--- src/rtl/lqv_pkg.sv ---
package lqv_pkg;
    localparam int unsigned LQV_DEPTH_DEF  = 8;
    localparam int unsigned LQV_ADDR_W_DEF = 16;
endpackage

--- src/rtl/lqv_match_vec.sv ---
// Per-slot comparison of a resolving store against every queued load.
module lqv_match_vec #(
    parameter int unsigned DEPTH  = lqv_pkg::LQV_DEPTH_DEF,
    parameter int unsigned ADDR_W = lqv_pkg::LQV_ADDR_W_DEF,
    parameter int unsigned PW     = $clog2(DEPTH)
) (
    input  logic [DEPTH-1:0][ADDR_W-1:0] entry_addr_i,
    input  logic [DEPTH-1:0]             entry_exec_i,
    input  logic [PW:0]                  head_i,
    input  logic [PW:0]                  count_i,
    input  logic [PW:0]                  st_pos_i,
    input  logic [ADDR_W-1:0]            st_addr_i,
    output logic [DEPTH-1:0]             hit_o,
    output logic [DEPTH-1:0]             in_use_o
);
    logic [PW:0] st_raw;
    logic [PW:0] st_off;

    // Distance of the store from the head; a store older than every queued
    // load sees the whole queue as younger.
    always_comb begin
        st_raw = st_pos_i - head_i;
        st_off = (st_raw > count_i) ? '0 : st_raw;
    end

    for (genvar g = 0; g < DEPTH; g++) begin : g_slot
        logic [PW-1:0] off;
        assign off         = PW'(g) - head_i[PW-1:0];
        assign in_use_o[g] = ({1'b0, off} < count_i);
        assign hit_o[g]    = in_use_o[g] && entry_exec_i[g] &&
                             ({1'b0, off} >= st_off) &&
                             (entry_addr_i[g] == st_addr_i);
    end
endmodule

--- src/rtl/lqv_oldest_pick.sv ---
// Picks the hit closest to the head in ring order.
module lqv_oldest_pick #(
    parameter int unsigned DEPTH = lqv_pkg::LQV_DEPTH_DEF,
    parameter int unsigned PW    = $clog2(DEPTH)
) (
    input  logic [DEPTH-1:0] hit_i,
    input  logic [PW-1:0]    head_idx_i,
    output logic             found_o,
    output logic [PW-1:0]    off_o,
    output logic [PW-1:0]    idx_o
);
    logic [PW-1:0] slot;

    always_comb begin
        found_o = 1'b0;
        off_o   = '0;
        slot    = '0;
        // Descending scan: the smallest distance is written last and wins.
        for (int k = DEPTH - 1; k >= 0; k--) begin
            slot = head_idx_i + PW'(k);
            if (hit_i[slot]) begin
                found_o = 1'b1;
                off_o   = PW'(k);
            end
        end
        idx_o = head_idx_i + off_o;
    end
endmodule

--- src/rtl/lqv_load_queue.sv ---
module lqv_load_queue #(
    parameter int unsigned DEPTH  = lqv_pkg::LQV_DEPTH_DEF,
    parameter int unsigned ADDR_W = lqv_pkg::LQV_ADDR_W_DEF,
    localparam int unsigned PW    = $clog2(DEPTH)
) (
    input  logic              clk,
    input  logic              rst_n,
    input  logic              alloc_valid_i,
    output logic              alloc_ready_o,
    output logic [PW:0]       tail_pos_o,
    output logic [PW:0]       count_o,
    input  logic              exec_valid_i,
    input  logic [PW-1:0]     exec_idx_i,
    input  logic [ADDR_W-1:0] exec_addr_i,
    input  logic              retire_valid_i,
    input  logic              st_valid_i,
    input  logic [PW:0]       st_pos_i,
    input  logic [ADDR_W-1:0] st_addr_i,
    output logic              flush_valid_o,
    output logic [PW-1:0]     flush_idx_o
);
    typedef struct packed {
        logic [DEPTH-1:0][ADDR_W-1:0] addr;
        logic [DEPTH-1:0]             exec;
        logic [PW:0]                  head;
        logic [PW:0]                  tail;
        logic                         flush_v;
        logic [PW-1:0]                flush_idx;
    } state_t;

    state_t s_q, s_d;

    logic [PW:0]      count;
    logic             full;
    logic [DEPTH-1:0] hit;
    logic [DEPTH-1:0] in_use;
    logic             found;
    logic             viol;
    logic [PW-1:0]    pick_off;
    logic [PW-1:0]    pick_idx;

    assign count = s_q.tail - s_q.head;
    assign full  = (count == (PW+1)'(DEPTH));

    lqv_match_vec #(.DEPTH(DEPTH), .ADDR_W(ADDR_W), .PW(PW)) match_i (
        .entry_addr_i (s_q.addr),
        .entry_exec_i (s_q.exec),
        .head_i       (s_q.head),
        .count_i      (count),
        .st_pos_i     (st_pos_i),
        .st_addr_i    (st_addr_i),
        .hit_o        (hit),
        .in_use_o     (in_use)
    );

    lqv_oldest_pick #(.DEPTH(DEPTH), .PW(PW)) pick_i (
        .hit_i      (hit),
        .head_idx_i (s_q.head[PW-1:0]),
        .found_o    (found),
        .off_o      (pick_off),
        .idx_o      (pick_idx)
    );

    assign viol = st_valid_i && found;

    always_comb begin
        s_d         = s_q;
        s_d.flush_v = viol;
        if (viol) begin
            s_d.flush_idx = pick_idx;
        end

        if (exec_valid_i && in_use[exec_idx_i]) begin
            s_d.exec[exec_idx_i] = 1'b1;
            s_d.addr[exec_idx_i] = exec_addr_i;
        end

        if (viol) begin
            // Cut the queue back to the oldest violating load.
            s_d.tail = s_q.head + {1'b0, pick_off};
        end else begin
            if (alloc_valid_i && !full) begin
                s_d.exec[s_q.tail[PW-1:0]] = 1'b0;
                s_d.addr[s_q.tail[PW-1:0]] = '0;
                s_d.tail                   = s_q.tail + 1'b1;
            end
            if (retire_valid_i && (count != '0)) begin
                s_d.head = s_q.head + 1'b1;
            end
        end
    end

    always_ff @(posedge clk) begin
        if (!rst_n) begin
            s_q <= '0;
        end else begin
            s_q <= s_d;
        end
    end

    assign alloc_ready_o = !full;
    assign tail_pos_o    = s_q.tail;
    assign count_o       = count;
    assign flush_valid_o = s_q.flush_v;
    assign flush_idx_o   = s_q.flush_idx;
endmodule

--- config.mk ---
export PLATFORM = sky130hd
export DESIGN_NAME = lqv_load_queue
export DESIGN_NICKNAME = d
export VERILOG_FILES = /design/src/rtl/lqv_pkg.sv /design/src/rtl/lqv_match_vec.sv /design/src/rtl/lqv_oldest_pick.sv /design/src/rtl/lqv_load_queue.sv
export SDC_FILE = /design/constraint.sdc
export NUM_CORES = 1
export LEC_CHECK = 0
export BUFFER_PORTS_ARGS = -buffer_cell sky130_fd_sc_hd__buf_2
export CORE_UTILIZATION = 40
export CTS_BUF_LIST = sky130_fd_sc_hd__clkbuf_8
export CTS_CLUSTER_DIAMETER = 150
export CTS_CLUSTER_SIZE = 10
export DETAILED_ROUTE_END_ITERATION = 7
export HOLD_SLACK_MARGIN = 0.12
export PLACE_DENSITY = 0.65
export SLEW_MARGIN = 30
export SYNTH_ARGS = -nofsm -noshare
export SYNTH_HDL_FRONTEND = slang
export SYNTH_SLANG_ARGS = --single-unit
--- constraint.sdc ---
create_clock -name clk -period 8.69 [get_ports clk]
set_input_delay 0.4345 -clock clk [delete_from_list [all_inputs] [get_ports clk]]
set_output_delay 0.4345 -clock clk [all_outputs]
set_load 0.02 [all_outputs]
==> results.toml, run 1 <==
[placed_design]
gp_congestion = 1.01
post-dp-hpwl_um = 22100
dpl_worst_slack_ns = 1.29
io_buffers = 57

[power_and_ir_drop]
power_w = 0.00343
vdd.ir_drop.worst_uv = 220
power_density_nw_per_um2 = 326
p_leak_nw = 4.38

[logic_synthesis]
async_reset_ff_share_pct = 0
syn_area_sq_um = 9540
synth_flop_cell = "dfxtp_1"
synth-seq-cells = 148
yosysUniqueCellTypes = 79
synth.avg_cell_area_sq_um = 8.83
yosys_warnings = 0
yosys.area.top_type = "dfxtp_1"
syn-num-nets = 1160
synth_edf_count = 0
synth_top_cell_area_share_pct = 31.1
synth.most_common_cell = "nor2_1"
syn_inst = 1081
synth_area_leaders = "dfxtp_1 31%, mux2i_1 14%, xnor2_1 7.3%, nor2_1 6.5%, xor2_1 5.7%"
synth_common_cells = "164 x nor2_1, 148 x dfxtp_1, 129 x mux2i_1, 79 x xnor2_1, 62 x xor2_1"
seq_area_frac_synth_pct = 31.1

[clocking]
cts_tree = "yes"
cts_setup_buffers = 0
h-tree-depth = 4
insertion_delay_ns = 0.47
clockBufferDepth = 2
cts_hold_buffers = 0
clock-sinks = 148
cts_buffers = 17
ctsResizeCount = 0
cts.clk_slew.worst_paths_ns = 0.10
ctsRootBufferMaster = "clkbuf_8"

[die]
die_area_sq_um = 24500
die_y_um = 156
placementRows = 56
ioPinCount = 58
initial_core_util_pct = 40.8
die_w_um = 156
coreArea_sq_um = 23400

[worst_hold_path]
hp-class = "in -> reg"

[finish]
fill_cells = 2388
nNetsFinal = 1184
syn_to_final_growth_pct = 10.3
drive_gt1_share_pct = 13.2

[timing]
setup_violations = 0
slew_viol_final = 0
worst_slack_ns = 1.24
rsz0062_at_grt = "false"
fin_skew_ns = 0.0181
fmax_mhz = 134
worstMarginPinSlew_ns = 0.951
relSlewSlack_pct = 36.0
finalHoldViolations = 0
post-route-period-util_pct = 85.7
tns_ns = 0
worst_hold_slack_ns = 0.289
min_period_ns = 7.45

[setup_path]
max_stage_delay_ns = 0.68
worstPathArrival_ns = 7.81
crit_top_cell = "a21oi_1"
path_class = "reg -> reg"
crit_path_max_fanout = 9
path_delay_family = "compound AO/OA/AOI/OAI gates"
cp-start-kind = "flip-flop"
worst_path_max_delay_cell = "dfxtp_1"
cp.required_ns = 9.05
endpoint_kind = "flip-flop"
critPathBufInv = 6

[global_route]
grt-ovfl-total = 0
grt_pass1_wl_um = 45400
track_usage_pct = 25.0
grt_max_degree = 20
antenna_found_initial = 0
grt_pass1_vias = 7792

[route]
wire_per_inst_um = 20.8
totalWireLength_um = 29900
ant_nets = 0
vias_per_cell = 5.70
num_vias = 8198
route.detailed.drc = 0
first_pass_iters = 6
first_iter_violations = 652

[job]
drv_cap = 0

[outcome]
outcome = "finished clean"
==> cells by family after synthesis <==
| family | after synthesis | share of synthesized area (%) |
|---|---|---|
| AOI/OAI and AO/OA | 155 | 13.6 |
| muxes | 133 | 14.4 |
| and+or+nand+nor | 362 | 18.2 |
| buffers and inverters | 103 | 4.43 |
| adders and majority gates | 36 | 4.98 |
| xor gates and xnor gates | 144 | 13.5 |
| DFF | 148 | 31.1 |
==> worst reg2reg max path: cells and delay by family, from the launching register on <==
kind,cells,cell delay [ns]
buffers and inverters,6,0.99
AO/OA/AOI/OAI,14,2.46
flip-flops,1,0.68
adder cells (fa/ha/maj),6,1.93
AND/OR/NAND/NOR,5,1.26
==> area by class of cell <==
type                            instances  area [sq um]  area share (%)
Antenna cell                            1          2.50          0.0238
Clock buffer                           17           234            2.22
Clock inverter                         14           168            1.59
Inverter                               29           109            1.03
Multi-Input combinational cell        830          6190            58.8
Sequential cell                       148          2960            28.1
Tap cell                              319           399            3.79
Timing Repair Buffer                   79           462            4.39
==> placed cells by master, fill, tap and decap left out, types with 4 or more instances in the layout <==
| cell type | instances |
|---|---|
| nand2_1 | 46 |
| clkbuf_8 | 17 |
| o2111ai_1 | 6 |
| a22oi_1 | 6 |
| ha_1 | 30 |
| fa_1 | 4 |
| nor2b_1 | 9 |
| nor3_1 | 11 |
| o21a_1 | 5 |
| nand2b_1 | 4 |
| o41ai_4 | 8 |
| nand3_1 | 32 |
| and3_1 | 5 |
| a21oi_1 | 37 |
| o211ai_1 | 7 |
| a211oi_1 | 5 |
| nor4_1 | 27 |
| a21o_1 | 7 |
| and2_1 | 4 |
| inv_6 | 5 |
| o22ai_1 | 4 |
| or4_1 | 5 |
| mux2i_1 | 129 |
| clkinv_1 | 5 |
| o21ai_0 | 19 |
| nor2_1 | 164 |
| a221oi_1 | 5 |
| nand4_1 | 28 |
| inv_1 | 23 |
| xnor2_1 | 79 |
| or3_1 | 4 |
| dfxtp_1 | 148 |
| buf_2 | 57 |
| buf_4 | 20 |
| xor2_1 | 62 |
==> state kept, by name (all words and copies together), names as in the netlist <==
name / cells
s_q: 140
tail_pos_o: 4
flush_idx_o: 3
flush_valid_o: 1
==> where the power goes <==
part	internal, W	switching, W
logic	0.000695	0.00137
clock network	0.000264	0.000298
registers	0.000733	0.0000730
total	0.00169	0.00174
==> per-stage QoR <==
| step | cell area (sq um) | std cells | util, % |
|---|---|---|---|
| floorplan | 9540 | 1081 | - |
| global placement | 10100 | 1403 | 43.1 |
| detailed placement | 10100 | 1405 | 43.2 |
| CTS | 10500 | 1436 | 45.0 |
| global route | 10500 | 1436 | 45.0 |
| finish | 10500 | 1437 | 45.0 |
==> path summary, 6_finish.rpt <==
path / startpoint / endpoint / slack [ns] / cells past startpoint
hold / removal: st_valid_i / flush_valid_o$_SDFF_PN0_ / 0.29 / 3
setup reg to reg: tail_pos_o[0]$_SDFFE_PN0P_ / tail_pos_o[1]$_SDFFE_PN0P_ / 1.24 / 31
setup / recovery: tail_pos_o[0]$_SDFFE_PN0P_ / tail_pos_o[1]$_SDFFE_PN0P_ / 1.24 / 31
hold reg to reg: flush_idx_o[1]$_SDFFE_PN0P_ / flush_idx_o[1]$_SDFFE_PN0P_ / 0.45 / 2
==> metal layers <==
layer | global-route usage (%) | share of wire, %
met2 | 41.1 | 46
met5 | 0 | 0
met4 | 8.22 | 2.5
met3 | 4.32 | 7.2
met1 | 33.1 | 45
Power figures use the tool's default switching activity.
==> run 2, diff against run 1 <==
Settings changed: CORE_MARGIN set to 1.5.
==> run 2 against run 1 <==
- final area is 0.29% higher
- core utilization hardly changed
- global-route usage is 0.077 points lower
- routed wire length hardly changed
==> results.toml, run 2 (synthesis gave the netlist of run 1 again) <==
[clocking]
clock-sinks = 148
cts_tree = "yes"
insertion_delay_ns = 0.48
cts.clk_slew.worst_paths_ns = 0.11
clockBufferDepth = 2
ctsResizeCount = 0
h-tree-depth = 4
ctsRootBufferMaster = "clkbuf_8"
cts_hold_buffers = 0
cts_buffers = 17
cts_setup_buffers = 0

[die]
coreArea_sq_um = 23500
die_y_um = 157
ioPinCount = 58
die_w_um = 157
initial_core_util_pct = 40.7
placementRows = 56
die_area_sq_um = 24800

[route]
ant_nets = 0
route.detailed.drc = 0
vias_per_cell = 5.73
first_iter_violations = 749
first_pass_iters = 5
wire_per_inst_um = 20.8
num_vias = 8215
totalWireLength_um = 29900

[global_route]
grt-ovfl-total = 0
antenna_found_initial = 0
grt_pass1_vias = 7713
track_usage_pct = 25.0
grt_max_degree = 20
grt_pass1_wl_um = 45900

[timing]
fmax_mhz = 129
worstMarginPinSlew_ns = 0.964
finalHoldViolations = 0
rsz0062_at_grt = "false"
relSlewSlack_pct = 35.8
min_period_ns = 7.76
fin_skew_ns = 0.0236
slew_viol_final = 0
setup_violations = 0
post-route-period-util_pct = 89.4
tns_ns = 0
worst_slack_ns = 0.925

[setup_path]
endpoint_kind = "flip-flop"
cp.required_ns = 9.10
worstPathArrival_ns = 8.17
cp-start-kind = "flip-flop"
max_stage_delay_ns = 0.68
crit_path_max_fanout = 9
path_class = "reg -> reg"
worst_path_max_delay_cell = "dfxtp_1"

[placed_design]
io_buffers = 57
gp_congestion = 0.943
dp_cells = 1401
dpl_worst_slack_ns = 1.04
post-dp-hpwl_um = 21500

[finish]
layout_common_cells = "164 x nor2_1, 148 x dfxtp_1, 129 x mux2i_1"
nNetsFinal = 1180
layout_commonest_cell = "nor2_1"
multi_input_area_sq_um = 6190
drive_gt1_share_pct = 12.7
instances_no_fill = 1434
regMostFlops = "s_q"
syn_to_final_growth_pct = 10.6
utilization_pct = 45.0
fill_cells = 2366
largest_register_ffs = 140
seqCellArea_sq_um = 2960

[power_and_ir_drop]
power_density_nw_per_um2 = 329
vdd.ir_drop.worst_uv = 196
p_leak_nw = 4.39

[outcome]
outcome = "finished clean"

[job]
drv_cap = 0

[worst_hold_path]
hp-class = "in -> reg"
==> run 2: worst max-delay path: cells and delay by family, from the launching register on <==
kind,cells,cell delay (ns)
AO/OA/AOI/OAI,13,2.46
flip-flops,1,0.68
AND/OR/NAND/NOR,6,1.47
buffers and inverters,5,0.98
adder cells (fa/ha/maj),6,1.87
XOR/XNOR,1,0.29
==> run 2: worst paths after layout <==
path                                     from                     endpoint  slack (ns)  cells after the start
setup / recovery   tail_pos_o[0]$_SDFFE_PN0P_   tail_pos_o[2]$_SDFFE_PN0P_        0.93                     31
hold / removal                     st_valid_i     flush_valid_o$_SDFF_PN0_        0.24                      3
setup reg to reg   tail_pos_o[0]$_SDFFE_PN0P_   tail_pos_o[2]$_SDFFE_PN0P_        0.93                     31
hold reg to reg   flush_idx_o[1]$_SDFFE_PN0P_  flush_idx_o[1]$_SDFFE_PN0P_        0.46                      2
==> run 2: cell type report <==
class | count | share of cell area, %
sequential | 148 | 28.1
tap | 319 | 3.78
clock inverter | 15 | 2.17
timing repair buffer | 75 | 4.09
inverter | 29 | 1.03
multi-input combinational | 830 | 58.6
clock buffer | 17 | 2.22
antenna | 1 | 0.0237
==> run 2: layer usage <==
layer  up-vias  GRT usage (%)  routed length, um  share of wire [%]
met4         0           10.6               1140                3.8
met1      3923           33.1              13100                 44
met5         -              0                  0                  0
met3        71           5.23               2270                7.6
li1       3865              -                  -                  -
met2       356           39.2              13400                 45
==> run 2: where the power goes <==
group	switching [W]	internal, W	leakage, nW
Combinational	0.00134	0.000684	2.96
Clock	0.000307	0.000346	0.236
Sequential	0.0000708	0.000733	1.20
Total	0.00171	0.00176	4.39
==> run 2: metrics by stage <==
step,total power [W],hold WS [ns],instance area (sq um)
2_1_floorplan,0.00227,0.426,9540
3_3_place_gp,0.00278,0.436,10100
3_5_place_dp,0.00279,0.447,10100
4_1_cts,0.00345,0.233,10600
5_1_grt,0.00371,0.261,10600
6_report,0.00348,0.244,10600
==> run 3, diff against run 2 <==
==> constraint.sdc (replaced) <==
create_clock -name clk -period 8.69 [get_ports clk]
set_input_delay 2.607 -clock clk [delete_from_list [all_inputs] [get_ports clk]]
set_output_delay 2.607 -clock clk [all_outputs]
set_load 0.02 [all_outputs]
==> run 3 against run 2 <==
- die area unchanged
- via count up 0.90%
- critical path depth stayed put
- sequential power shrank 2%
- register-to-register slack improved by 0.55 ns
- clock power decreased by 13%
- clock-buffer cell count stayed put
- core utilization up 0.74 points
- routed wire length rose by 0.53%
- non-clock buffer count is 15 higher
- critical path type is now in -> reg
- largest power group unchanged
==> results.toml, run 3 (synthesis gave the netlist of run 1 again) <==
[finish]
nNetsFinal = 1195
syn_to_final_growth_pct = 12.5
design_area_sq_um = 10700
largest_register_ffs = 140
instances_no_fill = 1449
drive_gt1_share_pct = 14.2
layout_common_cells = "164 x nor2_1, 148 x dfxtp_1, 129 x mux2i_1"
layout_commonest_cell = "nor2_1"
regMostFlops = "s_q"

[global_route]
antenna_found_initial = 0
grt-ovfl-total = 0
grt_pass1_vias = 7780
track_usage_pct = 24.8
grt_pass1_wl_um = 45600
grt_max_degree = 20

[route]
ant_nets = 0
num_vias = 8289
totalWireLength_um = 30000
route.detailed.drc = 0
first_pass_iters = 5
vias_per_cell = 5.72
wire_per_inst_um = 20.7
first_iter_violations = 789

[outcome]
outcome = "finished clean"

[clocking]
cts_setup_buffers = 0
cts_tree = "yes"
cts_buffers = 17
insertion_delay_ns = 0.49
clock-sinks = 148
clockBufferDepth = 2
cts.clk_slew.worst_paths_ns = 0.10
ctsRootBufferMaster = "clkbuf_8"
h-tree-depth = 4

[setup_path]
cp-start-kind = "input port"
r2r_slack_ns = 1.48
r2r_start = "tail_pos_o[0]$_SDFFE_PN0P_"
worst-r2r-cell-count = 32
worst_path_max_delay_cell = "nor4_1"
path_class = "in -> reg"
cp.required_ns = 9.06
r2r-end = "flush_idx_o[1]$_SDFFE_PN0P_"
endpoint_kind = "flip-flop"
worstPathArrival_ns = 8.64
crit_path_max_fanout = 5
max_stage_delay_ns = 0.69

[power_and_ir_drop]
combPwrFrac_pct = 61.3
switching_share_pct = 50.2
p_leak_nw = 4.47
clockPowerShare_pct = 16.2
vdd.ir_drop.worst_uv = 178
power_density_nw_per_um2 = 327
internal-power_w = 0.00175
power_frac_seq_pct = 22.5
p_switching_w = 0.00176

[placed_design]
place_area_sq_um = 10300
post-dp-hpwl_um = 21700
gp_congestion = 0.942
io_buffers = 57
dp_cells = 1416

[die]
die_area_sq_um = 24800
ioPinCount = 58
die_w_um = 157
initial_core_util_pct = 40.7
placementRows = 56
die_y_um = 157
coreArea_sq_um = 23500

[timing]
setup_violations = 0
rsz0062_at_grt = "false"
slew_viol_final = 0
worstMarginPinSlew_ns = 0.969
min_period_ns = 8.27
fin_skew_ns = 0.0265
worst_hold_slack_ns = 0.452
fmax_mhz = 121
relSlewSlack_pct = 35.4
finalHoldViolations = 0
post-route-period-util_pct = 95.2

[job]
drv_cap = 0

[worst_hold_path]
min_from = "s_q[17]$_SDFF_PN0_"
hold_depth = 2
hp-class = "reg -> reg"
min_to = "s_q[17]$_SDFF_PN0_"
## run 3: critical path, delay by kind of cell
family / cells / cell delay [ns]
AO/OA/AOI/OAI: 13 / 1.96
adder cells (fa/ha/maj): 6 / 1.87
buffers and inverters: 6 / 0.46
AND/OR/NAND/NOR: 6 / 1.72
## run 3: power by group through the flow
stage / clock [W] / sequential, W / combinational, W
CTS: 0.000577 / 0.000789 / 0.00211
global route: 0.000602 / 0.000797 / 0.00233
finish: 0.000567 / 0.000789 / 0.00215
floorplan: 0 / 0.000803 / 0.00146
detailed placement: 0 / 0.000804 / 0.00209
global placement: 0 / 0.000802 / 0.00209
## run 3: layout make-up
| type | count | area (sq um) |
|---|---|---|
| Antenna cell | 1 | 2.50 |
| Clock buffer | 17 | 234 |
| Fill cell | 2306 | 12700 |
| Inverter | 29 | 109 |
| Multi-Input combinational cell | 830 | 6210 |
| Timing Repair Buffer | 90 | 644 |
| Clock inverter | 15 | 169 |
| Sequential cell | 148 | 2960 |
| Tap cell | 319 | 399 |
## run 3: what timing repair did
| item | CTS | global route |
|---|---|---|
| resized for setup | 0 | 2 |
| setup endpoints to repair | 0 | 3 |
| hold buffers | 0 | 0 |
## run 3: how the worst max path moves through the flow
stage / start / end / slack, ns / cells past startpoint
after floorplan: st_pos_i[0] / tail_pos_o[1]$_SDFFE_PN0P_ / 0.49 / 29
after global placement: st_pos_i[0] / s_q[16]$_SDFF_PN0_ / -0.15 / 26
after detailed placement: st_pos_i[0] / flush_idx_o[1]$_SDFFE_PN0P_ / -0.16 / 30
after CTS: st_pos_i[0] / flush_idx_o[1]$_SDFFE_PN0P_ / 0.35 / 30
after global routing: st_pos_i[0] / flush_idx_o[1]$_SDFFE_PN0P_ / 0.03 / 31
final: st_pos_i[0] / flush_idx_o[1]$_SDFFE_PN0P_ / 0.42 / 31
## run 3: per-stage QoR
step	util [%]	power (W)	setup WS, ns	TNS [ns]
CTS	45.7	0.00347	0.351	0
global route	45.7	0.00373	0.0303	0
detailed placement	43.9	0.00290	-0.157	-8.39
floorplan	-	0.00227	0.486	0
finish	45.7	0.00351	0.421	0
global placement	43.7	0.00289	-0.151	-9.65
## run 3: metal layers
metal	vias to the layer above	global-route usage [%]	share of wire [%]
met5	-	0	0
met4	0	8.36	2.6
met3	50	3.63	6.4
met2	346	40.3	46
met1	3992	33.4	45
li1	3901	-	-
